## config.mk

```make
export PLATFORM = sky130hd
export DESIGN_NAME = callseq_unit
export DESIGN_NICKNAME = d
export VERILOG_FILES = /design/src/rtl/callseq_pkg.sv /design/src/rtl/callseq_decode.sv /design/src/rtl/callseq_ucode.sv /design/src/rtl/callseq_ctrl.sv /design/src/rtl/callseq_dpath.sv /design/src/rtl/callseq_unit.sv
export SDC_FILE = /design/constraint.sdc
export NUM_CORES = 1
export LEC_CHECK = 0
export CAP_MARGIN = 20
export CORE_MARGIN = 4
export CORE_UTILIZATION = 40
export DETAILED_ROUTE_END_ITERATION = 8
export SYNTH_ARGS = -nofsm -noshare
export SYNTH_HDL_FRONTEND = slang
export SYNTH_SLANG_ARGS = --single-unit
```

## constraint.sdc

```tcl
create_clock -name clk -period 16.9 [get_ports clk]
set_input_delay 3.38 -clock clk [delete_from_list [all_inputs] [get_ports clk]]
set_output_delay 3.38 -clock clk [all_outputs]
set_load 0.005 [all_outputs]
```

## src/rtl/callseq_pkg.sv

```systemverilog
package callseq_pkg;

  localparam int STEP_W = 3;

  typedef enum logic [3:0] {
    K_NOP, K_JMP_IMM, K_LNK_IMM, K_JMP_P, K_LNK_P, K_JMP_Q, K_LNK_Q,
    K_CALL_IMM, K_CALL_P, K_CALL_Q, K_RET, K_BR_NZ, K_BR_Z, K_BR_ALW
  } op_kind_t;

  // where the program counter is loaded from in a given step
  typedef enum logic [2:0] {
    T_NONE, T_OPND, T_SAVED, T_RET, T_P, T_Q, T_REL
  } tgt_t;

  typedef struct packed {
    logic rd_opnd;  // read byte at I, advance I
    logic cap_lo;   // latch read data as low byte
    logic cap_hi;   // latch read data as high byte
    logic push_hi;  // write high byte of I-1 at S, S+1
    logic push_lo;  // write low byte of I-1 at S, S+1
    logic pop;      // S-1, read at S-1
    logic link;     // Q takes the current I
    tgt_t tgt;
  } uop_t;

  function automatic logic [STEP_W-1:0] final_step(input op_kind_t k);
    case (k)
      K_JMP_IMM, K_LNK_IMM, K_CALL_P, K_CALL_Q, K_RET: return STEP_W'(2);
      K_CALL_IMM:                                      return STEP_W'(4);
      K_BR_NZ, K_BR_Z, K_BR_ALW:                       return STEP_W'(1);
      default:                                         return STEP_W'(0);
    endcase
  endfunction

endpackage

```

## src/rtl/callseq_decode.sv

```systemverilog
module callseq_decode
  import callseq_pkg::*;
(
  input  logic [7:0] op_code,
  output op_kind_t   kind
);
  always_comb begin
    case (op_code)
      8'h60:   kind = K_JMP_IMM;
      8'h63:   kind = K_LNK_IMM;
      8'h64:   kind = K_JMP_P;
      8'h65:   kind = K_LNK_P;
      8'h66:   kind = K_JMP_Q;
      8'h67:   kind = K_LNK_Q;
      8'hE2:   kind = K_CALL_IMM;
      8'hE4:   kind = K_CALL_P;
      8'hE5:   kind = K_CALL_Q;
      8'hE1:   kind = K_RET;
      8'h30:   kind = K_BR_NZ;
      8'h31:   kind = K_BR_ALW;
      8'h32:   kind = K_BR_Z;
      default: kind = K_NOP;
    endcase
  end
endmodule

```

## src/rtl/callseq_ucode.sv

```systemverilog
module callseq_ucode
  import callseq_pkg::*;
(
  input  logic              en,
  input  op_kind_t          kind,
  input  logic [STEP_W-1:0] step,
  input  logic              zflag,
  output uop_t              uop
);
  logic taken;

  always_comb begin
    case (kind)
      K_BR_NZ: taken = !zflag;
      K_BR_Z:  taken = zflag;
      default: taken = 1'b1;
    endcase
  end

  always_comb begin
    uop = '0;
    if (en) begin
      case (kind)
        K_JMP_IMM, K_LNK_IMM: begin
          case (step)
            STEP_W'(0): uop.rd_opnd = 1'b1;
            STEP_W'(1): begin uop.rd_opnd = 1'b1; uop.cap_lo = 1'b1; end
            default: begin
              uop.tgt  = T_OPND;
              uop.link = (kind == K_LNK_IMM);
            end
          endcase
        end
        K_JMP_P: uop.tgt = T_P;
        K_LNK_P: begin uop.tgt = T_P; uop.link = 1'b1; end
        K_JMP_Q: uop.tgt = T_Q;
        K_LNK_Q: begin uop.tgt = T_Q; uop.link = 1'b1; end
        K_CALL_IMM: begin
          case (step)
            STEP_W'(0): uop.rd_opnd = 1'b1;
            STEP_W'(1): begin uop.rd_opnd = 1'b1; uop.cap_lo = 1'b1; end
            STEP_W'(2): begin uop.cap_hi = 1'b1; uop.push_hi = 1'b1; end
            STEP_W'(3): uop.push_lo = 1'b1;
            default:    uop.tgt = T_SAVED;
          endcase
        end
        K_CALL_P, K_CALL_Q: begin
          case (step)
            STEP_W'(0): uop.push_hi = 1'b1;
            STEP_W'(1): uop.push_lo = 1'b1;
            default:    uop.tgt = (kind == K_CALL_P) ? T_P : T_Q;
          endcase
        end
        K_RET: begin
          case (step)
            STEP_W'(0): uop.pop = 1'b1;
            STEP_W'(1): begin uop.pop = 1'b1; uop.cap_lo = 1'b1; end
            default:    uop.tgt = T_RET;
          endcase
        end
        K_BR_NZ, K_BR_Z, K_BR_ALW: begin
          if (step == STEP_W'(0)) uop.rd_opnd = 1'b1;
          else if (taken)         uop.tgt = T_REL;
        end
        default: uop = '0;
      endcase
    end
  end
endmodule

```

## src/rtl/callseq_ctrl.sv

```systemverilog
module callseq_ctrl
  import callseq_pkg::*;
(
  input  logic              clk,
  input  logic              rst_n,
  input  logic              op_valid,
  input  op_kind_t          kind_in,
  output logic              op_ready,
  output logic              active,
  output op_kind_t          kind_cur,
  output logic [STEP_W-1:0] step_cur,
  output logic              done
);
  logic              busy;
  logic [STEP_W-1:0] step_q;
  op_kind_t          kind_q;
  logic              at_end;

  always_comb begin
    kind_cur = busy ? kind_q : kind_in;
    step_cur = busy ? step_q : '0;
    active   = busy || op_valid;
    at_end   = (step_cur == final_step(kind_cur));
    done     = active && at_end;
    op_ready = !busy;
  end

  always_ff @(posedge clk) begin
    if (!rst_n) begin
      busy   <= 1'b0;
      step_q <= '0;
      kind_q <= K_NOP;
    end else if (active) begin
      if (at_end) begin
        busy   <= 1'b0;
        step_q <= '0;
      end else begin
        busy   <= 1'b1;
        step_q <= step_cur + STEP_W'(1);
        kind_q <= kind_cur;
      end
    end
  end


  ready_after_done_chk: assert property (@(posedge clk) disable iff (!rst_n)
    done |=> op_ready);


  busy_after_accept_chk: assert property (@(posedge clk) disable iff (!rst_n)
    (op_valid && op_ready && !done) |=> !op_ready);


  busy_step_chk: assert property (@(posedge clk) disable iff (!rst_n)
    !op_ready |-> (step_cur != '0));
endmodule

```

## src/rtl/callseq_dpath.sv

```systemverilog
module callseq_dpath
  import callseq_pkg::*;
#(
  parameter int AW = 16
) (
  input  logic          clk,
  input  logic          rst_n,
  input  uop_t          uop,
  input  logic          ld_fire,
  input  logic [1:0]    ld_sel,
  input  logic [AW-1:0] ld_data,
  output logic          mem_req,
  output logic          mem_we,
  output logic [AW-1:0] mem_addr,
  output logic [AW/2-1:0] mem_wdata,
  input  logic [AW/2-1:0] mem_rdata,
  output logic [AW-1:0] reg_i,
  output logic [AW-1:0] reg_s,
  output logic [AW-1:0] reg_p,
  output logic [AW-1:0] reg_q
);
  localparam int DW = AW / 2;

  logic [AW-1:0] r_i, r_s, r_p, r_q;
  logic [DW-1:0] t_lo, t_hi;
  logic [AW-1:0] ret_m1, s_dn, nxt_i, nxt_s, nxt_q, off_x;
  logic          push;

  always_comb begin
    push   = uop.push_hi || uop.push_lo;
    ret_m1 = r_i - AW'(1);
    s_dn   = r_s - AW'(1);
    off_x  = {{DW{mem_rdata[DW-1]}}, mem_rdata};

    mem_req   = uop.rd_opnd || push || uop.pop;
    mem_we    = push;
    mem_addr  = uop.pop ? s_dn : (push ? r_s : r_i);
    mem_wdata = uop.push_hi ? ret_m1[AW-1:DW] : ret_m1[DW-1:0];

    nxt_i = uop.rd_opnd ? r_i + AW'(1) : r_i;
    case (uop.tgt)
      T_OPND:  nxt_i = {mem_rdata, t_lo};
      T_SAVED: nxt_i = {t_hi, t_lo};
      T_RET:   nxt_i = {mem_rdata, t_lo} + AW'(1);
      T_P:     nxt_i = r_p;
      T_Q:     nxt_i = r_q;
      T_REL:   nxt_i = r_i + off_x;
      default: ;
    endcase

    nxt_s = r_s;
    if (push)         nxt_s = r_s + AW'(1);
    else if (uop.pop) nxt_s = s_dn;

    nxt_q = uop.link ? r_i : r_q;
  end

  always_ff @(posedge clk) begin
    if (!rst_n) begin
      r_i  <= '0;
      r_s  <= '0;
      r_p  <= '0;
      r_q  <= '0;
      t_lo <= '0;
      t_hi <= '0;
    end else if (ld_fire) begin
      case (ld_sel)
        2'd0: r_i <= ld_data;
        2'd1: r_s <= ld_data;
        2'd2: r_p <= ld_data;
        default: r_q <= ld_data;
      endcase
    end else begin
      r_i <= nxt_i;
      r_s <= nxt_s;
      r_q <= nxt_q;
      if (uop.cap_lo) t_lo <= mem_rdata;
      if (uop.cap_hi) t_hi <= mem_rdata;
    end
  end

  assign reg_i = r_i;
  assign reg_s = r_s;
  assign reg_p = r_p;
  assign reg_q = r_q;


  push_grows_chk: assert property (@(posedge clk) disable iff (!rst_n)
    mem_we |=> (r_s == $past(r_s) + AW'(1)));


  pop_shrinks_chk: assert property (@(posedge clk) disable iff (!rst_n)
    uop.pop |=> (r_s == $past(r_s) - AW'(1)));


  p_held_chk: assert property (@(posedge clk) disable iff (!rst_n)
    !ld_fire |=> $stable(r_p));
endmodule

```

## src/rtl/callseq_unit.sv

```systemverilog
module callseq_unit
  import callseq_pkg::*;
#(
  parameter int AW = 16
) (
  input  logic          clk,
  input  logic          rst_n,
  input  logic          op_valid,
  output logic          op_ready,
  input  logic [7:0]    op_code,
  input  logic          zflag,
  input  logic          ld_en,
  input  logic [1:0]    ld_sel,
  input  logic [AW-1:0] ld_data,
  output logic          mem_req,
  output logic          mem_we,
  output logic [AW-1:0] mem_addr,
  output logic [AW/2-1:0] mem_wdata,
  input  logic [AW/2-1:0] mem_rdata,
  output logic          done,
  output logic [AW-1:0] reg_i,
  output logic [AW-1:0] reg_s,
  output logic [AW-1:0] reg_p,
  output logic [AW-1:0] reg_q
);
  op_kind_t          kind_dec, kind_cur;
  logic [STEP_W-1:0] step_cur;
  logic              active, ld_fire;
  uop_t              uop;

  callseq_decode u_dec (
    .op_code (op_code),
    .kind    (kind_dec)
  );

  callseq_ctrl u_ctrl (
    .clk      (clk),
    .rst_n    (rst_n),
    .op_valid (op_valid),
    .kind_in  (kind_dec),
    .op_ready (op_ready),
    .active   (active),
    .kind_cur (kind_cur),
    .step_cur (step_cur),
    .done     (done)
  );

  callseq_ucode u_uc (
    .en    (active),
    .kind  (kind_cur),
    .step  (step_cur),
    .zflag (zflag),
    .uop   (uop)
  );

  assign ld_fire = ld_en && op_ready && !op_valid;

  callseq_dpath #(.AW(AW)) u_dp (
    .clk       (clk),
    .rst_n     (rst_n),
    .uop       (uop),
    .ld_fire   (ld_fire),
    .ld_sel    (ld_sel),
    .ld_data   (ld_data),
    .mem_req   (mem_req),
    .mem_we    (mem_we),
    .mem_addr  (mem_addr),
    .mem_wdata (mem_wdata),
    .mem_rdata (mem_rdata),
    .reg_i     (reg_i),
    .reg_s     (reg_s),
    .reg_p     (reg_p),
    .reg_q     (reg_q)
  );


  idle_quiet_chk: assert property (@(posedge clk) disable iff (!rst_n)
    (op_ready && !op_valid) |-> !mem_req);
endmodule

```

==> results.sh <==
export IMPL_fill_cells=1747
export IMPL_cp_start_kind="primary input"
export IMPL_grt_pass1_wl_um=41600
export IMPL_cts_setup_buffers=0
export IMPL_syn_area_mm2=0.00701
export IMPL_min_path_cells=2
export IMPL_ys_ff_latch=88
export IMPL_timing_rr_start="u_ctrl.busy"
export IMPL_synth_distinct_cells=79
export IMPL_endpoint_kind="output port"
export IMPL_seqPwrFrac=0.358
export IMPL_mappedNetlistNets=1020
export IMPL_synth_avg_cell_area_um2=7.33
export IMPL_yosys_area_top_type_share=0.251
export IMPL_power_density_mw_per_mm2=78.9
export IMPL_crit_type="primary input to output port"
export IMPL_maxCapViolations=0
export IMPL_dieArea_mm2=0.0197
export IMPL_fin_crit_ns=11.22
export IMPL_tns_ns=0
export IMPL_r2r_slack_ns=11.54
export IMPL_p_int_mw=0.441
export IMPL_netlist_instances=956
export IMPL_hpwl_um=19300
export IMPL_hold_buffers=0
export IMPL_die_w_um=140
export IMPL_wl_met3_um=2120
export IMPL_synth_flop_cell="dfxtp_1"
export IMPL_syn2layout_area_growth_pct=23.6
export IMPL_fmax_mhz=89.2
export IMPL_drtPass1Iterations=5
export IMPL_antenna_found_initial=0
export IMPL_cts_repair_resized=0
export IMPL_async_reset_ff_frac=0
export IMPL_hold_path_end="u_dp.t_hi[0]"
export IMPL_grt_pass1_vias=7013
export IMPL_cts_reportedPaths_clkPinSlew_ns=0.07
export IMPL_rows=48
export IMPL_drtIter0Drc=763
export IMPL_core_area_mm2=0.0172
export IMPL_nets=1101
export IMPL_rsz0062_at_grt="no"
export IMPL_synth_edf_count=0
export IMPL_setup_viol=0
export IMPL_cts_root_buffer="clkbuf_16"
export IMPL_drt_met1_wl_um=12300
export IMPL_worstSkewPairLatency_ns=0.36
export IMPL_layout_drive_gt1_share=0.0537
export IMPL_synth_top_area_cell="dfxtp_1"
export IMPL_worstPathRequired_ns=13.52
export IMPL_top_layer_used="met4"
export IMPL_wl_met2_um=12000
export IMPL_p_clk_frac=0.290
export IMPL_finalMaxSlewViolations=0
export IMPL_cp_max_fo=35
export IMPL_wl_um=27000
export IMPL_die_h_um=140
export IMPL_min_from="u_dp.t_hi[0]"
export IMPL_grt_max_degree=64
export IMPL_netlist_top_cells_area="dfxtp_1 (25%), nand2_1 (7.7%), a21oi_1 (6.1%), ha_1 (4.3%), nor2_1 (3.7%)"
export IMPL_r2r_end="u_dp.reg_i[12]"
export IMPL_holdCritPathClass="flip-flop to flip-flop"
export IMPL_grt_overflow_total=0
export IMPL_fin_skew_ns=0.00954
export IMPL_numPortBuffers=130
export IMPL_peakVddDrop_uv=55.9
export IMPL_gp_congestion=0.915
export IMPL_cts_max_path_buffers=2
export IMPL_yosys_top_cells_count="nand2_1 (144), dfxtp_1 (88), a21oi_1 (86), nor2_1 (70), clkbuf_1 (50)"
export IMPL_combPwrFrac=0.351
export IMPL_cts_max_level=3
export IMPL_fin_util=0.503
export IMPL_diodes=0
export IMPL_swShare=0.355
export IMPL_clock_sinks=88
export IMPL_track_usage=0.267
export IMPL_yosysWarnings=0
export IMPL_r2r_cells=18
export IMPL_power_leakage_nw=3.23
export IMPL_p_sw_mw=0.243
export IMPL_via_per_inst=6.11
export IMPL_synth_most_common_cell="nand2_1"
export IMPL_num_vias=7742
export IMPL_drtAntennaViolNets=0
export IMPL_cts_buffers_inserted=9
export IMPL_drc=0
export IMPL_maxSlewHeadroom=0.327
export IMPL_cts_tree="built"
export IMPL_finalHoldViolCount=0
export IMPL_start_util=0.407
export IMPL_fin_crit_sh=0.664
export IMPL_wl_per_cell_um=21.3
export IMPL_tightestPinTransition_ns=1.01
export IMPL_pin_count=131
export IMPL_yosysSeqAreaShare=0.251
export IMPL_crit_arrival_ns=7.84
export IMPL_status="completed"
[worst max-delay path, cell delays in order]
cell and delay (ns):
clkdlybuf4s50_1 0.53, or3b_1 0.41, a2111oi_2 0.48, a2111o_1 0.25, nand2_1 0.26, nor3_1 0.46, and3_1 0.22, buf_4 0.33
nand2b_1 0.60, o22ai_1 0.14, a31oi_1 0.20, clkdlybuf4s50_1 0.54
[flip-flops by register name, indices dropped and copies added, names as in the netlist]
signal         count
u_dp.reg_s        16
u_dp.reg_i        16
u_dp.t_hi          8
u_dp.t_lo          8
u_ctrl.kind_q      4
u_dp.reg_p        16
u_dp.reg_q        16
u_ctrl.busy        1
u_ctrl.step_q      3
[metal layers]
metal / global-route usage / vias up
li1: - / 3712
met1: 0.383 / 3678
met2: 0.407 / 319
met3: 0.0584 / 33
met4: 0.0658 / 0
met5: 0 / -
[metrics by stage]
stage | area [um^2] | total power [mW] | hold slack [ns] | setup WS, ns | cells
after global placement | 8370 | 0.487 | 0.446 | 5.82 | 1250
final | 8660 | 0.684 | 0.458 | 5.68 | 1267
after CTS | 8660 | 0.684 | 0.460 | 5.75 | 1266
after global routing | 8660 | 0.720 | 0.471 | 5.44 | 1267
after detailed placement | 8370 | 0.486 | 0.450 | 5.78 | 1250
after floorplan | 7010 | 0.388 | 0.432 | 7.28 | 956
[layout make-up]
cell class                      instances  area, um^2  area share
Multi-Input combinational cell        763        4820       0.557
Tap cell                              225         282      0.0325
Inverter                               32         120      0.0139
Sequential cell                        88        1760       0.203
Clock buffer                           10         239      0.0276
Timing Repair Buffer                  143        1390       0.161
Clock inverter                          6        45.0     0.00520
[logic make-up (layout without fill, tap and decap cells)]
| logic type | count (synthesis) | after routing | synth area share |
|---|---|---|---|
| AO/OA/AOI/OAI | 315 | 315 | 0.308 |
| XOR/XNOR | 39 | 39 | 0.0487 |
| adder cells (fa/ha/maj) | 25 | 25 | 0.0457 |
| buffers and inverters | 105 | 191 | 0.0621 |
| flip-flops | 88 | 88 | 0.251 |
| multiplexers | 27 | 27 | 0.0387 |
| AND/OR/NAND/NOR | 357 | 357 | 0.245 |
[how the worst max path moves through the flow]
stage / to / from / slack [ns]
after global placement: mem_addr[11] / op_code[2] / 5.82
final: mem_addr[11] / op_code[2] / 5.68
after detailed placement: mem_addr[11] / op_code[2] / 5.78
after global routing: mem_addr[11] / op_code[2] / 5.44
after CTS: mem_addr[12] / op_code[2] / 5.75
after floorplan: mem_addr[13] / op_code[2] / 7.28
[power groups by stage]
stage               clock network (mW)  registers (mW)  logic (mW)
floorplan                            0           0.236       0.152
global placement                     0           0.249       0.238
detailed placement                   0           0.249       0.237
CTS                              0.201           0.244       0.239
global route                     0.210           0.246       0.264
finish                           0.198           0.245       0.240
[placed cells by master (no fill, tap or decap), types with 10 or more instances in the layout]
master | Yosys | final
o21ai_0 | 30 | 30
dfxtp_1 | 88 | 88
and2_1 | 11 | 11
mux2i_1 | 26 | 26
a221o_1 | 11 | 11
o31ai_1 | 11 | 11
nand3_1 | 28 | 28
ha_1 | 24 | 24
o211ai_1 | 16 | 16
xor2_1 | 13 | 13
buf_4 | 2 | 12
xnor2_1 | 26 | 26
nand2_1 | 144 | 144
a31oi_1 | 28 | 28
and3_1 | 16 | 16
clkdlybuf4s50_1 | 0 | 129
inv_1 | 29 | 29
a311oi_1 | 13 | 13
nor2_1 | 70 | 70
o22ai_1 | 26 | 26
a221oi_1 | 10 | 10
a21oi_1 | 86 | 86
nor3_1 | 23 | 23
Power figures use the tool's default switching activity.
